==> src/rtl/ring_pkg.sv <==
package ring_pkg;
  localparam int DESC_SHIFT = 5;
  localparam int SIZE_SHIFT = 3;

  typedef enum logic [2:0] {
    RA_BASE = 3'd0, RA_SIZE = 3'd1, RA_SWPTR = 3'd2, RA_UNLOCK = 3'd3,
    RA_THRESH = 3'd4, RA_TMO = 3'd5, RA_IEN = 3'd6, RA_ICLR = 3'd7
  } ring_addr_e;

  localparam int ST_FILL = 0;
  localparam int ST_TMO  = 1;
  localparam int ST_OVF  = 2;

  function automatic int unsigned ring_next(int unsigned idx, int unsigned size);
    return (idx + 1) & (size - 1);
  endfunction

  function automatic int unsigned ring_used(int unsigned prod, int unsigned cons,
                                            int unsigned size);
    return (prod - cons) & (size - 1);
  endfunction

  function automatic logic is_pow2(int unsigned v);
    return (v != 0) && ((v & (v - 1)) == 0);
  endfunction
endpackage

==> src/rtl/ring_cfg_regs.sv <==
module ring_cfg_regs #(
  parameter int IDX_W = 4,
  parameter int THR_W = 5,
  parameter int TMO_W = 20
) (
  input  logic             clk,
  input  logic             rst_n,
  input  logic             we,
  input  logic [2:0]       addr,
  input  logic [31:0]      wdata,
  output logic [31:0]      base_q,
  output logic [IDX_W:0]   size_q,
  output logic [THR_W-1:0] thr_q,
  output logic [TMO_W-1:0] tmo_q,
  output logic [2:0]       ien_q,
  output logic             size_wr_o,
  output logic             swptr_wr_o,
  output logic [2:0]       clr_o
);
  import ring_pkg::*;

  logic [2:0]     unlock_q;
  logic [IDX_W:0] size_cand;

  assign size_cand  = wdata[IDX_W+SIZE_SHIFT:SIZE_SHIFT];
  assign size_wr_o  = we && (addr == RA_SIZE) && unlock_q[1]
                      && is_pow2(32'(size_cand));
  assign swptr_wr_o = we && (addr == RA_SWPTR) && unlock_q[0];
  assign clr_o      = (we && addr == RA_ICLR) ? wdata[2:0] : 3'b000;

  always_ff @(posedge clk or negedge rst_n) begin
    if (!rst_n) begin
      base_q   <= '0;
      size_q   <= (IDX_W+1)'(1 << IDX_W);
      thr_q    <= THR_W'(1);
      tmo_q    <= '0;
      ien_q    <= '0;
      unlock_q <= '0;
    end else if (we) begin
      unique case (addr)
        RA_BASE:   if (unlock_q[2]) base_q <= wdata;
        RA_SIZE:   if (size_wr_o) size_q <= size_cand;
        RA_UNLOCK: unlock_q <= wdata[2:0];
        RA_THRESH: thr_q <= wdata[THR_W-1:0];
        RA_TMO:    tmo_q <= wdata[TMO_W-1:0];
        RA_IEN:    ien_q <= wdata[2:0];
        default:   ;
      endcase
    end
  end
endmodule

==> src/rtl/ring_ptr_track.sv <==
module ring_ptr_track #(
  parameter int IDX_W = 4
) (
  input  logic             clk,
  input  logic             rst_n,
  input  logic [IDX_W:0]   size,
  input  logic             done,
  input  logic             size_wr,
  input  logic             swptr_wr,
  input  logic [IDX_W-1:0] swptr_idx,
  output logic [IDX_W-1:0] hw_idx,
  output logic [IDX_W-1:0] sw_idx,
  output logic [IDX_W-1:0] used,
  output logic             full,
  output logic             empty,
  output logic             accept,
  output logic             drop
);
  import ring_pkg::*;

  logic [IDX_W-1:0] mask;

  assign mask   = IDX_W'(32'(size) - 1);
  assign used   = IDX_W'(ring_used(32'(hw_idx), 32'(sw_idx), 32'(size)));
  assign empty  = (hw_idx == sw_idx);
  assign full   = (IDX_W'(ring_next(32'(hw_idx), 32'(size))) == sw_idx);
  assign accept = done && !full;
  assign drop   = done && full;

  always_ff @(posedge clk or negedge rst_n) begin
    if (!rst_n) begin
      hw_idx <= '0;
      sw_idx <= '0;
    end else if (size_wr) begin
      hw_idx <= '0;
      sw_idx <= '0;
    end else begin
      if (accept)   hw_idx <= IDX_W'(ring_next(32'(hw_idx), 32'(size)));
      if (swptr_wr) sw_idx <= swptr_idx & mask;
    end
  end
endmodule

==> src/rtl/ring_irq_coalesce.sv <==
module ring_irq_coalesce #(
  parameter int THR_W = 5,
  parameter int TMO_W = 20
) (
  input  logic             clk,
  input  logic             rst_n,
  input  logic             accept,
  input  logic             drop,
  input  logic             swptr_wr,
  input  logic             empty,
  input  logic [THR_W-1:0] thr,
  input  logic [TMO_W-1:0] tmo,
  input  logic [2:0]       clr,
  input  logic [2:0]       ien,
  output logic [2:0]       status,
  output logic             irq,
  output logic             fill_hit,
  output logic             tmo_hit
);
  import ring_pkg::*;

  logic [THR_W-1:0] pend_q;
  logic [TMO_W-1:0] wait_q;
  logic             wait_rst;
  logic [2:0]       set_v;

  assign fill_hit = accept && (thr != '0) && ({1'b0, pend_q} + 1'b1 >= {1'b0, thr});
  assign wait_rst = accept || swptr_wr || empty;
  assign tmo_hit  = !wait_rst && (tmo != '0) && ({1'b0, wait_q} + 1'b1 >= {1'b0, tmo});

  always_comb begin
    set_v          = '0;
    set_v[ST_FILL] = fill_hit;
    set_v[ST_TMO]  = tmo_hit;
    set_v[ST_OVF]  = drop;
  end

  assign irq = |(status & ien);

  always_ff @(posedge clk or negedge rst_n) begin
    if (!rst_n) begin
      pend_q <= '0;
      wait_q <= '0;
      status <= '0;
    end else begin
      status <= (status & ~clr) | set_v;
      if (fill_hit)                          pend_q <= '0;
      else if (accept && (pend_q != '1))     pend_q <= pend_q + 1'b1;
      if (wait_rst || tmo_hit)               wait_q <= '0;
      else if (wait_q != '1)                 wait_q <= wait_q + 1'b1;
    end
  end
endmodule

==> src/rtl/desc_ring_ctrl.sv <==
module desc_ring_ctrl #(
  parameter int IDX_W = 4,
  parameter int TMO_W = 20,
  localparam int THR_W = IDX_W + 1,
  localparam int PTR_W = IDX_W + ring_pkg::DESC_SHIFT
) (
  input  logic             clk,
  input  logic             rst_n,
  input  logic             reg_we,
  input  logic [2:0]       reg_addr,
  input  logic [31:0]      reg_wdata,
  input  logic             done_i,
  output logic [31:0]      ring_base_o,
  output logic [IDX_W:0]   ring_size_o,
  output logic [PTR_W-1:0] hw_ptr_o,
  output logic [PTR_W-1:0] sw_ptr_o,
  output logic [IDX_W-1:0] valid_cnt_o,
  output logic             full_o,
  output logic             empty_o,
  output logic [2:0]       status_o,
  output logic             irq_o
);
  import ring_pkg::*;

  logic [THR_W-1:0] thr;
  logic [TMO_W-1:0] tmo;
  logic [2:0]       ien, clr;
  logic             size_wr, swptr_wr, accept, drop, fill_hit, tmo_hit;
  logic [IDX_W-1:0] hw_idx, sw_idx;

  ring_cfg_regs #(.IDX_W(IDX_W), .THR_W(THR_W), .TMO_W(TMO_W)) u_cfg (
    .clk(clk), .rst_n(rst_n), .we(reg_we), .addr(reg_addr), .wdata(reg_wdata),
    .base_q(ring_base_o), .size_q(ring_size_o), .thr_q(thr), .tmo_q(tmo),
    .ien_q(ien), .size_wr_o(size_wr), .swptr_wr_o(swptr_wr), .clr_o(clr)
  );

  ring_ptr_track #(.IDX_W(IDX_W)) u_ptr (
    .clk(clk), .rst_n(rst_n), .size(ring_size_o), .done(done_i),
    .size_wr(size_wr), .swptr_wr(swptr_wr),
    .swptr_idx(reg_wdata[IDX_W+DESC_SHIFT-1:DESC_SHIFT]),
    .hw_idx(hw_idx), .sw_idx(sw_idx), .used(valid_cnt_o),
    .full(full_o), .empty(empty_o), .accept(accept), .drop(drop)
  );

  ring_irq_coalesce #(.THR_W(THR_W), .TMO_W(TMO_W)) u_irq (
    .clk(clk), .rst_n(rst_n), .accept(accept), .drop(drop), .swptr_wr(swptr_wr),
    .empty(empty_o), .thr(thr), .tmo(tmo), .clr(clr), .ien(ien),
    .status(status_o), .irq(irq_o), .fill_hit(fill_hit), .tmo_hit(tmo_hit)
  );

  assign hw_ptr_o = {hw_idx, {DESC_SHIFT{1'b0}}};
  assign sw_ptr_o = {sw_idx, {DESC_SHIFT{1'b0}}};
endmodule

==> config.mk <==
export PLATFORM = sky130hd
export DESIGN_NAME = desc_ring_ctrl
export DESIGN_NICKNAME = d
export VERILOG_FILES = /design/src/rtl/ring_pkg.sv /design/src/rtl/ring_cfg_regs.sv /design/src/rtl/ring_ptr_track.sv /design/src/rtl/ring_irq_coalesce.sv /design/src/rtl/desc_ring_ctrl.sv
export SDC_FILE = /design/constraint.sdc
export NUM_CORES = 1
export LEC_CHECK = 0
export ABC_AREA = 1
export BUFFER_PORTS_ARGS = -buffer_cell sky130_fd_sc_hd__buf_2
export CAP_MARGIN = 30
export CORE_ASPECT_RATIO = 0.8
export CORE_MARGIN = 2
export CORE_UTILIZATION = 25
export DETAILED_ROUTE_END_ITERATION = 10
export SETUP_SLACK_MARGIN = 0.5
export SLEW_MARGIN = 20
export SYNTH_ARGS = -nofsm -noshare
export SYNTH_HDL_FRONTEND = slang
export SYNTH_SLANG_ARGS = --single-unit
==> constraint.sdc <==
create_clock -name clk -period 3.5 [get_ports clk]
set_input_delay 0.7 -clock clk [delete_from_list [all_inputs] [get_ports clk]]
set_output_delay 0.7 -clock clk [all_outputs]
set_load 0.05 [all_outputs]
==> flow_summary.html <==
<table>
<tr><th>Metric</th><th>Value</th></tr>
<tr><th colspan="2">Worst setup path</th></tr>
<tr><td>Startpoint type of the worst setup path</td><td>flip-flop</td></tr>
<tr><td>Crit path required time</td><td>roughly 3800 ps</td></tr>
<tr><td>Crit path largest cell delay</td><td>roughly 490 ps</td></tr>
<tr><td>Worst path most repeated cell</td><td>nor2_2</td></tr>
<tr><td>Nature of the critical path endpoint</td><td>flip-flop</td></tr>
<tr><td>Category of the most critical setup path</td><td>reg2reg</td></tr>
<tr><td>Critical-path maximum fanout</td><td>5</td></tr>
<tr><td>Chain of cells forming the critical path</td><td>nand4_1 &gt; nor3_4 &gt; buf_4 &gt; xor2_4 &gt; inv_2 &gt; ha_4 &gt; nand2_2 &gt; inv_1 &gt; nand3_1 &gt; o21ai_2 &gt; nand2_1 &gt; nand3_2 &gt; nor2_2 &gt; o21ai_4 &gt; clkbuf_16 &gt; nor2_2</td></tr>
<tr><td>Data arrival at the endpoint of the critical path</td><td>3170 ps</td></tr>
<tr><td>Cell at the slowest stage of the critical path</td><td>dfrtp_1</td></tr>
<tr><th colspan="2">Route</th></tr>
<tr><td>Number of search-and-repair iterations in the first detailed-routing pass</td><td>4</td></tr>
<tr><td>Routed length per instance</td><td>roughly 13 µm</td></tr>
<tr><td>Total DRC errors in the routed layout</td><td>0</td></tr>
<tr><td>WL final</td><td>approximately 15000 µm</td></tr>
<tr><td>Number of design-rule violations left by the first detailed-router iteration</td><td>251</td></tr>
<tr><td>Antenna Nets Post-Route</td><td>0</td></tr>
<tr><td>Via count</td><td>5018</td></tr>
<tr><td>Vias per std cell</td><td>about 4.3</td></tr>
<tr><th colspan="2">Synthesis</th></tr>
<tr><td>#FFs+latches synth</td><td>104</td></tr>
<tr><td>Distinct cell type count of the synthesized netlist</td><td>45</td></tr>
<tr><td>Synthesis warning total</td><td>0</td></tr>
<tr><td>Synth async-reset ratio</td><td>1.000</td></tr>
<tr><td>Most used DFF post-synth</td><td>dfrtp_1</td></tr>
<tr><td>Portion of the post-synthesis area used by sequential elements</td><td>0.4412</td></tr>
<tr><td>Number of synthesized flops with an enable pin</td><td>0</td></tr>
<tr><td>Netlist area before placement</td><td>5904 µm²</td></tr>
<tr><td>Synthesized instance count</td><td>733</td></tr>
<tr><td>Avg Cell Area, Syn</td><td>8.055 µm²</td></tr>
<tr><th colspan="2">Placement</th></tr>
<tr><td>Gp weighted congestion</td><td>just under 0.9</td></tr>
<tr><td>HPWL reported at the end of detailed placement</td><td>11250 µm</td></tr>
<tr><td>Number of input and output port buffers inserted</td><td>between 90 and 100</td></tr>
<tr><td>Cell count after placement</td><td>roughly 1.1k</td></tr>
<tr><th colspan="2">Timing</th></tr>
<tr><td>Count of pins over their slew limit</td><td>0</td></tr>
<tr><td>Clock tree skew after final layout</td><td>~11 ps</td></tr>
<tr><td>Slew HR</td><td>0.5441</td></tr>
<tr><td>RSZ-0062 raised after global routing</td><td>false</td></tr>
<tr><td>Slew at the pin closest to its max-slew limit</td><td>between 600 and 700 ps</td></tr>
<tr><td>Final hold slack</td><td>355.6 ps</td></tr>
<tr><td>Highest achievable clock rate</td><td>0.3422 GHz</td></tr>
<tr><td>Part of the cycle the worst path needs</td><td>0.8349</td></tr>
<tr><td># setup viols final</td><td>0</td></tr>
<tr><td>Post-layout min period</td><td>2922 ps</td></tr>
<tr><td>Final hold vios</td><td>0</td></tr>
<tr><td>Setup TNS</td><td>0 ps</td></tr>
<tr><th colspan="2">CTS</th></tr>
<tr><td>Clock tree sinks</td><td>around 100</td></tr>
<tr><td>Clock Path Buffers</td><td>2</td></tr>
<tr><td>Master cell of the clock root buffer</td><td>clkbuf_16</td></tr>
<tr><td>Insertion delay of the later-clocked pin in the worst-skew pair</td><td>between 300 and 400 ps</td></tr>
<tr><td>TritonCTS buffer count</td><td>9</td></tr>
<tr><td>CTS clk-pin slew, worst paths</td><td>70 ps</td></tr>
<tr><td>Depth of the CTS H-tree</td><td>3</td></tr>
<tr><td>TritonCTS clock tree</td><td>built</td></tr>
<tr><th colspan="2">Pwr</th></tr>
<tr><td>Part of the total power dissipated in the clock network</td><td>0.192</td></tr>
<tr><td>Sw Share</td><td>0.4775</td></tr>
<tr><td>Sequential group share of total power</td><td>0.321</td></tr>
<tr><td>Maximum ir drop on the vdd rail</td><td>between 300 and 400 µV</td></tr>
<tr><td>Internal power</td><td>2.808 mW</td></tr>
<tr><td>Leakage power of the design</td><td>just over 4 nW</td></tr>
<tr><td>Relative contribution of combinational cells to total power</td><td>0.487</td></tr>
<tr><td>Areal power density over the cells</td><td>a little over 700 nW/µm²</td></tr>
<tr><td>Switching power summed over all nets</td><td>between 2 and 3 mW</td></tr>
<tr><th colspan="2">Die</th></tr>
<tr><td>Area of the die</td><td>24870 µm²</td></tr>
<tr><td>Number of top-level design ports</td><td>~100</td></tr>
<tr><td>Die X</td><td>~180 µm</td></tr>
<tr><td>Die extent in y</td><td>about 140 µm</td></tr>
<tr><td>Core Footprint</td><td>~23000 µm²</td></tr>
<tr><td>Starting density of the core</td><td>0.2537</td></tr>
<tr><td>Placement row count</td><td>50</td></tr>
<tr><th colspan="2">Finish</th></tr>
<tr><td>Register cell area after layout</td><td>2611 µm²</td></tr>
<tr><td>Area growth syn-to-layout</td><td>26.26%</td></tr>
<tr><td>Final core area utilization</td><td>0.3203</td></tr>
<tr><td>Area of the multi-input gates</td><td>a little under 3000 µm²</td></tr>
<tr><td>Final Net Count</td><td>slightly above 900</td></tr>
<tr><td>Fraction of layout instances using a drive strength above 1</td><td>0.2629</td></tr>
<tr><td>Non-Filler Instances</td><td>approximately 1.2k</td></tr>
<tr><td>Number of inserted filler cells in the final layout</td><td>2510</td></tr>
<tr><td>Leading cell type in the layout, fill and taps excluded</td><td>nand2_1</td></tr>
<tr><td>Most used cells in the layout excluding fill and tap cells</td><td>nand2_1 (166), inv_1 (128), dfrtp_1 (97), buf_2 (91), o21ai_0 (67)</td></tr>
<tr><th colspan="2">Min path</th></tr>
<tr><td>Hold/Removal Path Class</td><td>in2async</td></tr>
<tr><th colspan="2">Global routing</th></tr>
<tr><td>Initial antenna violation count</td><td>1</td></tr>
<tr><td>Wire length of the first global-routing pass</td><td>around 24000 µm</td></tr>
<tr><td>Total routing resource utilization after global routing</td><td>0.1217</td></tr>
<tr><td>Final global-route overflow total</td><td>0</td></tr>
<tr><td>Via count of the first global-routing pass</td><td>4742</td></tr>
<tr><td>Pin count of the biggest net entering global routing</td><td>between 50 and 60</td></tr>
<tr><th colspan="2">Run status</th></tr>
<tr><td>Result of the run</td><td>complete, no violations</td></tr>
<tr><th colspan="2">Flow run</th></tr>
<tr><td>Max Cap Viol</td><td>0</td></tr>
</table>
cell usage after synthesis, types with 2 or more instances:
cell	n	area share
nand2_1	173	0.11
dfrtp_1	102	0.43
nor2_1	49	0.031
dfstp_2	2	0.0089
o21bai_1	2	0.0025
inv_2	3	0.0019
nand4_1	12	0.013
nand3_2	2	0.0034
nand3_1	27	0.023
nor2_4	3	0.0057
nor2_2	21	0.022
nor3_1	8	0.0068
o22ai_1	2	0.0021
a21oi_1	10	0.0085
buf_6	2	0.0038
mux2_2	12	0.023
a21o_1	4	0.0051
xor2_1	14	0.021
buf_4	10	0.013
nand2_2	3	0.0032
o21ai_1	4	0.0034
clkbuf_1	10	0.0064
xnor2_1	4	0.0059
ha_1	33	0.070
inv_1	131	0.083
o21ai_0	68	0.058
nor4_1	4	0.0042
per-layer routing:
metal  vias to the layer above  global-route usage  routed length (µm)
met4                         0             0.03436                 179
li1                       2526                   -                   -
met1                      2336              0.1835                7894
met2                       145              0.1695                6183
met5                         -                   0                   0
met3                        11             0.03135                1074
sequential cells by signal, summed over array words and instances (netlist names):
register / cells
u_cfg.base_q: 32
u_cfg.tmo_q: 20
u_irq.wait_q: 20
u_cfg.size_q: 5
u_cfg.thr_q: 5
u_irq.pend_q: 5
u_ptr.hw_idx: 4
u_ptr.sw_idx: 4
u_cfg.ien_q: 3
u_cfg.unlock_q: 3
u_irq.status: 3
what timing repair did:
action | CTS | global route
cloned | 0 | 3
setup endpoints to repair | 21 | 21
hold buffers | 0 | 0
pin swaps | 0 | 16
resized for setup | 4 | 42
buffers inserted | 0 | 19
layout make-up:
| class | count | area share |
|---|---|---|
| Multi-Input combinational cell | 481 | 0.3867 |
| Clock buffer | 10 | 0.03206 |
| Clock inverter | 6 | 0.007721 |
| Antenna cell | 1 | 0.0003357 |
| Timing Repair Buffer | 121 | 0.1031 |
| Sequential cell | 104 | 0.3503 |
| Tap cell | 312 | 0.05237 |
| Inverter | 134 | 0.06747 |
critical path, delay by kind of cell, from the launching register on:
| family | cells | cell delay, ps |
|---|---|---|
| flops | 1 | 490 |
| simple gates | 8 | 950 |
| fa+ha+maj | 1 | 260 |
| xor+xnor | 1 | 160 |
| buf+inv | 4 | 510 |
| compound gates | 2 | 430 |
cell families after synthesis:
kind of cell / count (synthesis) / synth area share
AOI/OAI and AO/OA: 96 / 0.08837
and+or+nand+nor: 311 / 0.2380
adders and majority gates: 34 / 0.07332
buffers and inverters: 157 / 0.1089
DFF: 104 / 0.4412
muxes: 12 / 0.02289
other: 1 / 0.0006351
xor gates and xnor gates: 18 / 0.02670
stage by stage:
step	setup slack [ps]	total power [mW]	instance area (µm²)
finish	578.0	5.374	7455
global route	390.8	5.735	7452
CTS	509.3	5.260	7056
detailed placement	440.7	4.187	6744
global placement	544.5	4.157	6716
floorplan	502.2	3.596	5943
worst paths after layout:
check                      slack [ps]             from  cells after the start               to
setup / recovery                  580  u_irq.wait_q[8]                     16  u_irq.wait_q[7]
hold / removal                    360            rst_n                      1  u_irq.wait_q[6]
setup reg to reg                  580  u_irq.wait_q[8]                     16  u_irq.wait_q[7]
hold reg to reg                   480  u_cfg.base_q[9]                      2  u_cfg.base_q[9]
max in group asynchronous        2380            rst_n                      2   u_cfg.thr_q[0]
min in group clk                  480  u_cfg.base_q[9]                      2  u_cfg.base_q[9]
power by group through the flow:
| stage | Sequential [mW] | Clock, mW | Combinational [mW] |
|---|---|---|---|
| finish | 1.72 | 1.03 | 2.62 |
| global route | 1.77 | 1.11 | 2.86 |
| CTS | 1.72 | 1.06 | 2.48 |
| detailed placement | 1.74 | 0 | 2.45 |
| global placement | 1.73 | 0 | 2.42 |
| floorplan | 2.30 | 0 | 1.30 |
Power figures use the tool's default switching activity.
